File: config.mk
export PLATFORM = sky130hd
export DESIGN_NAME = rtc_bcd_chain
export DESIGN_NICKNAME = d
export VERILOG_FILES = /design/src/rtl/rtc_chain_pkg.sv /design/src/rtl/rtc_prescaler.sv /design/src/rtl/rtc_bcd_field.sv /design/src/rtl/rtc_month_limit.sv /design/src/rtl/rtc_bcd_chain.sv
export SDC_FILE = /design/constraint.sdc
export NUM_CORES = 1
export LEC_CHECK = 0
export BUFFER_PORTS_ARGS = -buffer_cell sky130_fd_sc_hd__clkbuf_2
export CAP_MARGIN = 5
export CORE_MARGIN = 2
export CORE_UTILIZATION = 30
export CTS_BUF_LIST = sky130_fd_sc_hd__clkbuf_16
export CTS_CLUSTER_SIZE = 24
export DETAILED_ROUTE_END_ITERATION = 8
export GPL_ROUTABILITY_DRIVEN = 0
export SLEW_MARGIN = 20
export SYNTH_ARGS = -nofsm -noshare
export SYNTH_HDL_FRONTEND = slang
export SYNTH_SLANG_ARGS = --single-unit
File: constraint.sdc
create_clock -name clk -period 3.05 [get_ports clk]
set_input_delay 0.61 -clock clk [delete_from_list [all_inputs] [get_ports clk]]
set_output_delay 0.61 -clock clk [all_outputs]
set_load 0.02 [all_outputs]
File: src/rtl/rtc_chain_pkg.sv
package rtc_chain_pkg;
  typedef logic [7:0] bcd8_t;

  localparam int NFIELD   = 7;
  localparam int FLD_SEC  = 0;
  localparam int FLD_MIN  = 1;
  localparam int FLD_HR   = 2;
  localparam int FLD_DOW  = 3;
  localparam int FLD_DATE = 4;
  localparam int FLD_MON  = 5;
  localparam int FLD_YR   = 6;

  // Add one to a packed two-digit BCD value
  function automatic bcd8_t bcd_inc(input bcd8_t v);
    if (v[3:0] == 4'd9) return {v[7:4] + 4'd1, 4'd0};
    else                return {v[7:4], v[3:0] + 4'd1};
  endfunction

  // Multiple of four: even tens needs units 0/4/8, odd tens needs 2/6
  function automatic logic bcd_year_leap(input bcd8_t y);
    case (y[3:0])
      4'd0, 4'd4, 4'd8: return ~y[4];
      4'd2, 4'd6:       return y[4];
      default:          return 1'b0;
    endcase
  endfunction

  function automatic bcd8_t month_last_day(input bcd8_t m, input logic leap);
    case (m)
      8'h02:                      return leap ? 8'h29 : 8'h28;
      8'h04, 8'h06, 8'h09, 8'h11: return 8'h30;
      default:                    return 8'h31;
    endcase
  endfunction

  function automatic bcd8_t field_first(input int idx);
    if (idx == FLD_DOW || idx == FLD_DATE || idx == FLD_MON) return 8'h01;
    else return 8'h00;
  endfunction

  function automatic bcd8_t field_last(input int idx);
    case (idx)
      FLD_SEC, FLD_MIN: return 8'h59;
      FLD_HR:           return 8'h23;
      FLD_DOW:          return 8'h07;
      FLD_MON:          return 8'h12;
      FLD_YR:           return 8'h99;
      default:          return 8'h31;
    endcase
  endfunction
endpackage

File: src/rtl/rtc_prescaler.sv
module rtc_prescaler #(
  parameter int CNT_W  = 15,
  parameter int FT_BIT = 5
) (
  input  logic clk,
  input  logic rst_n,
  input  logic tick_en,
  input  logic run,
  input  logic clear,
  output logic sec_tick,
  output logic ft_phase
);
  localparam logic [CNT_W-1:0] CNT_TOP = '1;

  logic [CNT_W-1:0] cnt_q;
  logic [CNT_W-1:0] cnt_d;
  logic             adv;

  always_comb begin
    adv   = tick_en && run;
    cnt_d = cnt_q;
    if (clear)    cnt_d = '0;
    else if (adv) cnt_d = cnt_q + 1'b1;
  end

  always_ff @(posedge clk or negedge rst_n) begin
    if (!rst_n) cnt_q <= '0;
    else        cnt_q <= cnt_d;
  end

  assign sec_tick = adv && !clear && (cnt_q == CNT_TOP);
  assign ft_phase = cnt_q[FT_BIT];
endmodule

File: src/rtl/rtc_bcd_field.sv
module rtc_bcd_field import rtc_chain_pkg::*; #(
  parameter bcd8_t FIRST = 8'h00
) (
  input  logic  clk,
  input  logic  rst_n,
  input  logic  load,
  input  bcd8_t load_val,
  input  logic  step,
  input  bcd8_t last_val,
  output bcd8_t val
);
  bcd8_t val_q;
  bcd8_t val_d;

  always_comb begin
    val_d = val_q;
    if (load)      val_d = load_val;
    else if (step) val_d = (val_q == last_val) ? FIRST : bcd_inc(val_q);
  end

  always_ff @(posedge clk or negedge rst_n) begin
    if (!rst_n) val_q <= FIRST;
    else        val_q <= val_d;
  end

  assign val = val_q;
endmodule

File: src/rtl/rtc_month_limit.sv
module rtc_month_limit import rtc_chain_pkg::*; (
  input  bcd8_t month,
  input  bcd8_t year,
  output bcd8_t last_date
);
  assign last_date = month_last_day(month, bcd_year_leap(year));
endmodule

File: src/rtl/rtc_bcd_chain.sv
module rtc_bcd_chain import rtc_chain_pkg::*; #(
  parameter int PRESC_W = 15,
  parameter int FT_BIT  = 5
) (
  input  logic       clk,
  input  logic       rst_n,
  input  logic       tick_32k,
  input  logic       stop,
  input  logic       ftest,
  input  logic       load,
  input  logic [7:0] ld_sec,
  input  logic [7:0] ld_min,
  input  logic [7:0] ld_hour,
  input  logic [7:0] ld_wday,
  input  logic [7:0] ld_date,
  input  logic [7:0] ld_month,
  input  logic [7:0] ld_year,
  output logic [7:0] sec_o,
  output logic [7:0] min_o,
  output logic [7:0] hour_o,
  output logic [7:0] wday_o,
  output logic [7:0] date_o,
  output logic [7:0] month_o,
  output logic [7:0] year_o
);
  bcd8_t [NFIELD-1:0] fld_q;
  bcd8_t [NFIELD-1:0] ld_vec;
  bcd8_t [NFIELD-1:0] last_vec;
  logic  [NFIELD-1:0] step_vec;
  bcd8_t              date_last;
  logic               sec_tick;
  logic               ft_phase;
  logic               step_min, step_hr, step_day, step_mon, step_yr;

  rtc_prescaler #(.CNT_W(PRESC_W), .FT_BIT(FT_BIT)) presc_i (
    .clk      (clk),
    .rst_n    (rst_n),
    .tick_en  (tick_32k),
    .run      (!stop),
    .clear    (load),
    .sec_tick (sec_tick),
    .ft_phase (ft_phase)
  );

  rtc_month_limit mlim_i (
    .month     (fld_q[FLD_MON]),
    .year      (fld_q[FLD_YR]),
    .last_date (date_last)
  );

  assign ld_vec = {ld_year, ld_month, ld_date, ld_wday, ld_hour, ld_min, ld_sec};

  // Ripple carry enables: all fields settle in the cycle of the tick
  always_comb begin
    step_min = sec_tick && (fld_q[FLD_SEC]  == field_last(FLD_SEC));
    step_hr  = step_min && (fld_q[FLD_MIN]  == field_last(FLD_MIN));
    step_day = step_hr  && (fld_q[FLD_HR]   == field_last(FLD_HR));
    step_mon = step_day && (fld_q[FLD_DATE] == date_last);
    step_yr  = step_mon && (fld_q[FLD_MON]  == field_last(FLD_MON));
  end

  assign step_vec = {step_yr, step_mon, step_day, step_day, step_hr, step_min, sec_tick};

  for (genvar gi = 0; gi < NFIELD; gi++) begin : g_field
    if (gi == FLD_DATE) begin : g_dyn
      assign last_vec[gi] = date_last;
    end else begin : g_fix
      assign last_vec[gi] = field_last(gi);
    end

    rtc_bcd_field #(.FIRST(field_first(gi))) fld_i (
      .clk      (clk),
      .rst_n    (rst_n),
      .load     (load),
      .load_val (ld_vec[gi]),
      .step     (step_vec[gi]),
      .last_val (last_vec[gi]),
      .val      (fld_q[gi])
    );
  end

  assign sec_o   = (ftest && !stop) ? {fld_q[FLD_SEC][7:1], ft_phase} : fld_q[FLD_SEC];
  assign min_o   = fld_q[FLD_MIN];
  assign hour_o  = fld_q[FLD_HR];
  assign wday_o  = fld_q[FLD_DOW];
  assign date_o  = fld_q[FLD_DATE];
  assign month_o = fld_q[FLD_MON];
  assign year_o  = fld_q[FLD_YR];
endmodule

# Word-level counts from Yosys, hierarchy flattened
# Index checks and enable logic that the tools add are counted.
# totals
regBits,71
# classes
n_reduce_logical,36
muxes,34
n_eq_ne,24
bitwise,1
n_addsub,15
# op_table
cell,n
$mux W8,28
$add A4 B1 Y4 const B,14
$eq A4 B4 Y1 const B,8
$mux W15,2
$eq A8 B3 Y1 const B,3
$reduce_bool A3 Y1,7
$eq A8 B5 Y1 const B,2
$eq A8 B7 Y1 const B,2
$pmux W8 S2,1
$add A15 B1 Y15 const B,1
$eq A15 B15 Y1 const B,1
$reduce_and A2 Y1,7
$reduce_bool A2 Y1,7
$logic_and A1 B1 Y1,9
$eq A4 B3 Y1 const B,2
$eq A8 B2 Y1 const B,1
$eq A8 B4 Y1 const B,1
$eq A8 B6 Y1 const B,1
$eq A8 B8 Y1,1
$eq A8 B8 Y1 const B,1
$eq A4 B2 Y1 const B,1
$logic_not A4 Y1,1
$reduce_or A4 Y1,1
$reduce_or A3 Y1,1
5 further kinds,7

# Longest topological paths before layout
# depth
depth_word,11
ltp_mapped,11
ltp_nobuf,9

# By module
# A second synthesis with hierarchy kept.
# hier_totals
cells_unflattened,637
area_unflattened_um2,5631.7
# by_module_without_submodules
module,instances,area_per_inst_um2,cells_each
rtc_bcd_field at g_field[0].fld_i ...,4,611.8,67
rtc_bcd_field at g_field[3].fld_i ...,3,671.9,78
rtc_prescaler,1,789.5,83
rtc_bcd_chain,1,245.2,32
rtc_month_limit,1,133.9,20

# Worst setup path after synthesis
# No wires, ideal clock.
# synth_timing
path_type,input to register
start,input stop
end,register g_field[3].fld_i.val_q[3]
arrival_time_ps,2750
setup_slack_ps,231
cell_stages,8
required_time_ps,2981
path_cell_list,nand4b_1 > or4_1 > nor3b_2 > nand2_2 > buf_2 > or2_2 > or3_1 > nand3_1
# synth_via
elab_chain_len,8
# synth_lines
element,line_no,source
"start, declared",rtc_bcd_chain.sv:8,"input logic stop,"
$logic_not A1 Y1,rtc_bcd_chain.sv:39,".run (!stop),"
$logic_and A1 B1 Y1,rtc_prescaler.sv:20,adv = tick_en && run;
$logic_and A1 B1 Y1 (2 in a row),rtc_prescaler.sv:31,assign sec_tick = adv && !clear && (cnt_q == CNT_TOP);
$logic_and A1 B1 Y1,rtc_bcd_chain.sv:55,step_min = sec_tick && (fld_q[FLD_SEC] == field_last(FLD_SEC));
$logic_and A1 B1 Y1,rtc_bcd_chain.sv:56,step_hr = step_min && (fld_q[FLD_MIN] == field_last(FLD_MIN));
$logic_and A1 B1 Y1,rtc_bcd_chain.sv:57,step_day = step_hr && (fld_q[FLD_HR] == field_last(FLD_HR));
$reduce_bool A2 Y1 (no line),n/a,
"end signal, assigned",rtc_bcd_field.sv:23,else val_q <= val_d;
"end, declared",rtc_bcd_field.sv:12,bcd8_t val_q;
# No other way between the ends.
# A chain may end at the register's enable or synchronous reset.

# Worst setup path after layout
# layout_timing
start,register g_field[5].fld_i.val_q[5]
end,register g_field[6].fld_i.val_q[6]
# layout_via
elab_chain_len,8
elab_cells_between_ends,13
# layout_lines
element,line_no,source
"start, declared",rtc_bcd_field.sv:12,
"start signal, assigned",rtc_bcd_field.sv:23,
$eq A8 B3 Y1 (tied with other cells),rtc_chain_pkg.sv:29,case (m)
$reduce_or A4 Y1,rtc_chain_pkg.sv:29,
$pmux W8 S2,rtc_chain_pkg.sv:29,
$eq A8 B8 Y1,rtc_bcd_chain.sv:58,step_mon = step_day && (fld_q[FLD_DATE] == date_last);
$logic_and A1 B1 Y1,rtc_bcd_chain.sv:58,
$logic_and A1 B1 Y1 *,rtc_bcd_chain.sv:59,step_yr = step_mon && (fld_q[FLD_MON] == field_last(FLD_MON));
$reduce_bool A2 Y1 (no line) *,n/a,
$reduce_and A2 Y1 (no line) *,n/a,
"end signal, assigned",rtc_bcd_field.sv:23,
"end, declared",rtc_bcd_field.sv:12,
# Mark *: on every way between the ends. The rest lies on a longest branch, timed or not.

==> out/qor_table.md <==
| Metric | Value |
|---|---|
| Clk pin slew, worst setup/hold paths | 0.06 ns |
| Growth of design area from synthesis to finish | 16.6% |
| Avg Inst Size Synth | 8.71 um2 |
| P per Cell Area | 449 nW/um2 |
| Count of flip-flops with a built-in enable after synthesis | 0 |
| End of the critical path | g_field[6].fld_i.val[6] |
| Worst vdd rail ir drop | 0.268 mV |
| Critical Setup Path Class | reg -> reg |
| Clk buf depth | 2 |
| Peak per-stage delay on the critical path | 0.54 ns |
| Crit Reg-Reg Startpoint | g_field[5].fld_i.val[5] |
| DP HPWL | 9750 um |
| Number of hold violations in the final report | 0 |
| # hold bufs at CTS | 0 |
| Cells taking the most area after synthesis | sky130_fd_sc_hd__dfrtp_1 (34%), sky130_fd_sc_hd__buf_4 (8.2%), sky130_fd_sc_hd__ha_1 (6.2%) |
| TritonCTS clock tree | done |
| Total negative setup slack | 0 ns |
| Slowest stage cell, crit path | sky130_fd_sc_hd__or4b_4 |
| Count of state elements after synthesis | 71 |
| Max-slew violation total from the final report | 0 |
| Total setup violations reported at the end of the flow | 0 |
| Clock latency of the later-clocked register in the worst-skew pair | 0.34 ns |
| Final wirelength | 13200 um |
| Crit-path max FO | 5 |
| Clock root cell | sky130_fd_sc_hd__clkbuf_16 |
| Static leakage power | 0.00265 uW |
| Skew final | 0.0113 ns |
| Floorplan die area | 17900 um2 |
| Number of instances in the synthesized netlist | 580 |
| Setup repair after global routing missed its margin | no |
| First-pass DRT Iterations | 4 |
| Area of the mapped netlist | 5050 um2 |
| Initial standard-cell utilization of the core | 0.306 |
| Global Route Usage Sum | 0.154 |
| Hold Path Class | in -> async |
| Sinks on the clock net | 71 |
| Period utilisation layout | 0.955 |
| Pin count of the biggest net entering global routing | 104 |
| Number of input and output port buffers inserted | 117 |
| Global-route wire length before repair | 22000 um |
| Top cell type by total area after synthesis | sky130_fd_sc_hd__dfrtp_1 |
| Critical Path Source Type | flop |
| Most common cell in the synthesized netlist | sky130_fd_sc_hd__dfrtp_1 |
| Crit. End Element | flop |
| Worst relative slew slack | 0.563 |
| Utilization after layout | 0.357 |
| Number of antenna violations at the first check in global routing | 0 |
| Maximum capacitance violations | 0 |
| Total number of vias | 4318 |
| Endpoint required time on the critical path | 3.26 ns |
| Vias in the first global route | 4164 |
| Most common cell on crit path | sky130_fd_sc_hd__or4b_4 |
| Library cells used by synthesis | 73 |
| Fraction of layout instances using a drive strength above 1 | 0.270 |
| Final #Nets | 742 |
| Final critical path time including I/O delays and setup | 2.91 ns |
| Design Power | 2650 uW |
| Number of nets with antenna violations after routing | 0 |
| Detailed-route DRC error count | 0 |
| Status | completed |
| Cells along the critical path | inv_1 > ha_1 > or3b_1 > or4b_4 > o21ai_2 > or4b_4 > a2111o_1 > o31ai_1 > nor3_1 |
| Post-synthesis sequential area ratio | 0.352 |
| Remaining global-route overflow | 0 |
| Number of antenna repair diodes | 0 |
| Warning count from the yosys run | 0 |
| I/O Pins | 118 |
| Vertical extent of the die | 134 um |
| Via count normalized by instance count | 4.91 |
| Worst Reg-to-Reg Cells | 9 |
| Placement row count | 47 |
| Die outline width | 134 um |
| Number of nets in the synthesized netlist | 667 |
| Share of synthesized registers carrying an async set or reset | 1.00 |
| Total CTS buffers | 9 |
| Top cell types by occurrence after synthesis | sky130_fd_sc_hd__dfrtp_1 (68), sky130_fd_sc_hd__buf_4 (55), sky130_fd_sc_hd__nor2_1 (55), sky130_fd_sc_hd__o21ai_0 (40), sky130_fd_sc_hd__nand2_1 (37) |
| WL per Instance | 15.1 um |
| Critical register-to-register path endpoint | g_field[6].fld_i.val[6] |
| CTS HTree Levels | 3 |
| Slack of the worst reg-to-reg path | 0.14 ns |
| Slew of the pin with the lowest slew margin | 0.649 ns |
| Top-area cell type share of the netlist area | 0.337 |
| FMAX | 0.343 GHz |
| Core footprint | 16500 um2 |
| Data arrival, critical path | 3.12 ns |
| Number of DRC violations after detailed-routing iteration 0 | 214 |
| Synth Flop Type | sky130_fd_sc_hd__dfrtp_1 |
| CP startpoint | g_field[5].fld_i.val[5] |
## critical path, delay by kind of cell (launching register included)
| kind | cells | cell delay (ns) |
|---|---|---|
| and+or+nand+nor | 4 | 1.49 |
| DFF | 1 | 0.41 |
| buffers and inverters | 1 | 0.10 |
| adders and majority gates | 1 | 0.18 |
| AOI/OAI and AO/OA | 3 | 0.60 |
## routing by layer
| metal | wire length [um] | GRT usage |
|---|---|---|
| met1 | 6590 | 0.219 |
| met2 | 5850 | 0.234 |
| met3 | 557 | 0.0270 |
| met4 | 249 | 0.0567 |
| met5 | 0 | 0 |
## state kept, by name, summed over array words and instances (netlist names)
register	flops
g_field.fld_i.val	56
presc_i.cnt_q	15
## where the power goes
| group | internal [uW] | switching [uW] |
|---|---|---|
| clock network | 536 | 413 |
| logic | 227 | 339 |
| registers | 1020 | 109 |
| total | 1780 | 861 |
## cell usage in the layout (no fill, tap or decap), drive strengths merged, types with 5 or more instances in the layout
cell type / count
nand3: 24
a221o: 5
o21ai: 46
nor2: 55
xor2: 8
nor2b: 8
a211oi: 11
and3: 8
and3b: 5
dfrtp: 68
or3: 5
clkbuf: 124
nand4: 9
nand2: 39
inv: 27
xnor2: 11
buf: 27
nor3b: 8
nand2b: 7
a21o: 5
a21oi: 27
mux2i: 7
a31oi: 5
ha: 25
nor3: 18
clkinv: 5
## worst min path at each step
stage / start / endpoint / slack [ns] / cells past startpoint
6_report: rst_n / g_field[4].fld_i.val[3] / 0.24 / 1
5_1_grt: rst_n / g_field[6].fld_i.val[2] / 0.26 / 1
4_1_cts: rst_n / g_field[6].fld_i.val[2] / 0.25 / 1
3_5_place_dp: presc_i.cnt_q[13] / presc_i.cnt_q[13] / 0.53 / 2
3_3_place_gp: presc_i.cnt_q[1] / presc_i.cnt_q[1] / 0.53 / 2
2_1_floorplan: rst_n / g_field[0].fld_i.val[0] / 0.31 / 0
## what timing repair did
action                                 in CTS  in global routing
resized for setup                           0                  2
setup endpoints to repair                   0                  8
buffers inserted                            0                  1
endpoints found under the hold margin       0                  0
## cells by family after synthesis
family / count (synthesis) / synth area share
and+or+nand+nor: 212 / 0.224
AOI/OAI and AO/OA: 139 / 0.187
buffers and inverters: 103 / 0.118
DFF: 71 / 0.352
adders and majority gates: 25 / 0.0619
xor gates and xnor gates: 19 / 0.0329
muxes: 11 / 0.0228
## metrics by stage
step | hold WS [ns] | area (um2) | setup WS [ns] | cells
2_1_floorplan | 0.314 | 5050 | 0.231 | 580
3_3_place_gp | 0.527 | 5620 | 0.0899 | 863
3_5_place_dp | 0.535 | 5620 | 0.0725 | 863
4_1_cts | 0.249 | 5880 | 0.0531 | 879
5_1_grt | 0.262 | 5890 | 0.00626 | 880
6_report | 0.239 | 5890 | 0.139 | 880
## layout make-up
class | count | area [um2]
flip-flops and latches | 71 | 1780
clock inverters | 7 | 32.5
inverters | 25 | 93.8
clock buffers | 9 | 225
multi-input cells | 406 | 2680
fillers | 1766 | 10600
well taps | 220 | 275
repair buffers | 142 | 803
(Power assumes the default switching activity.)
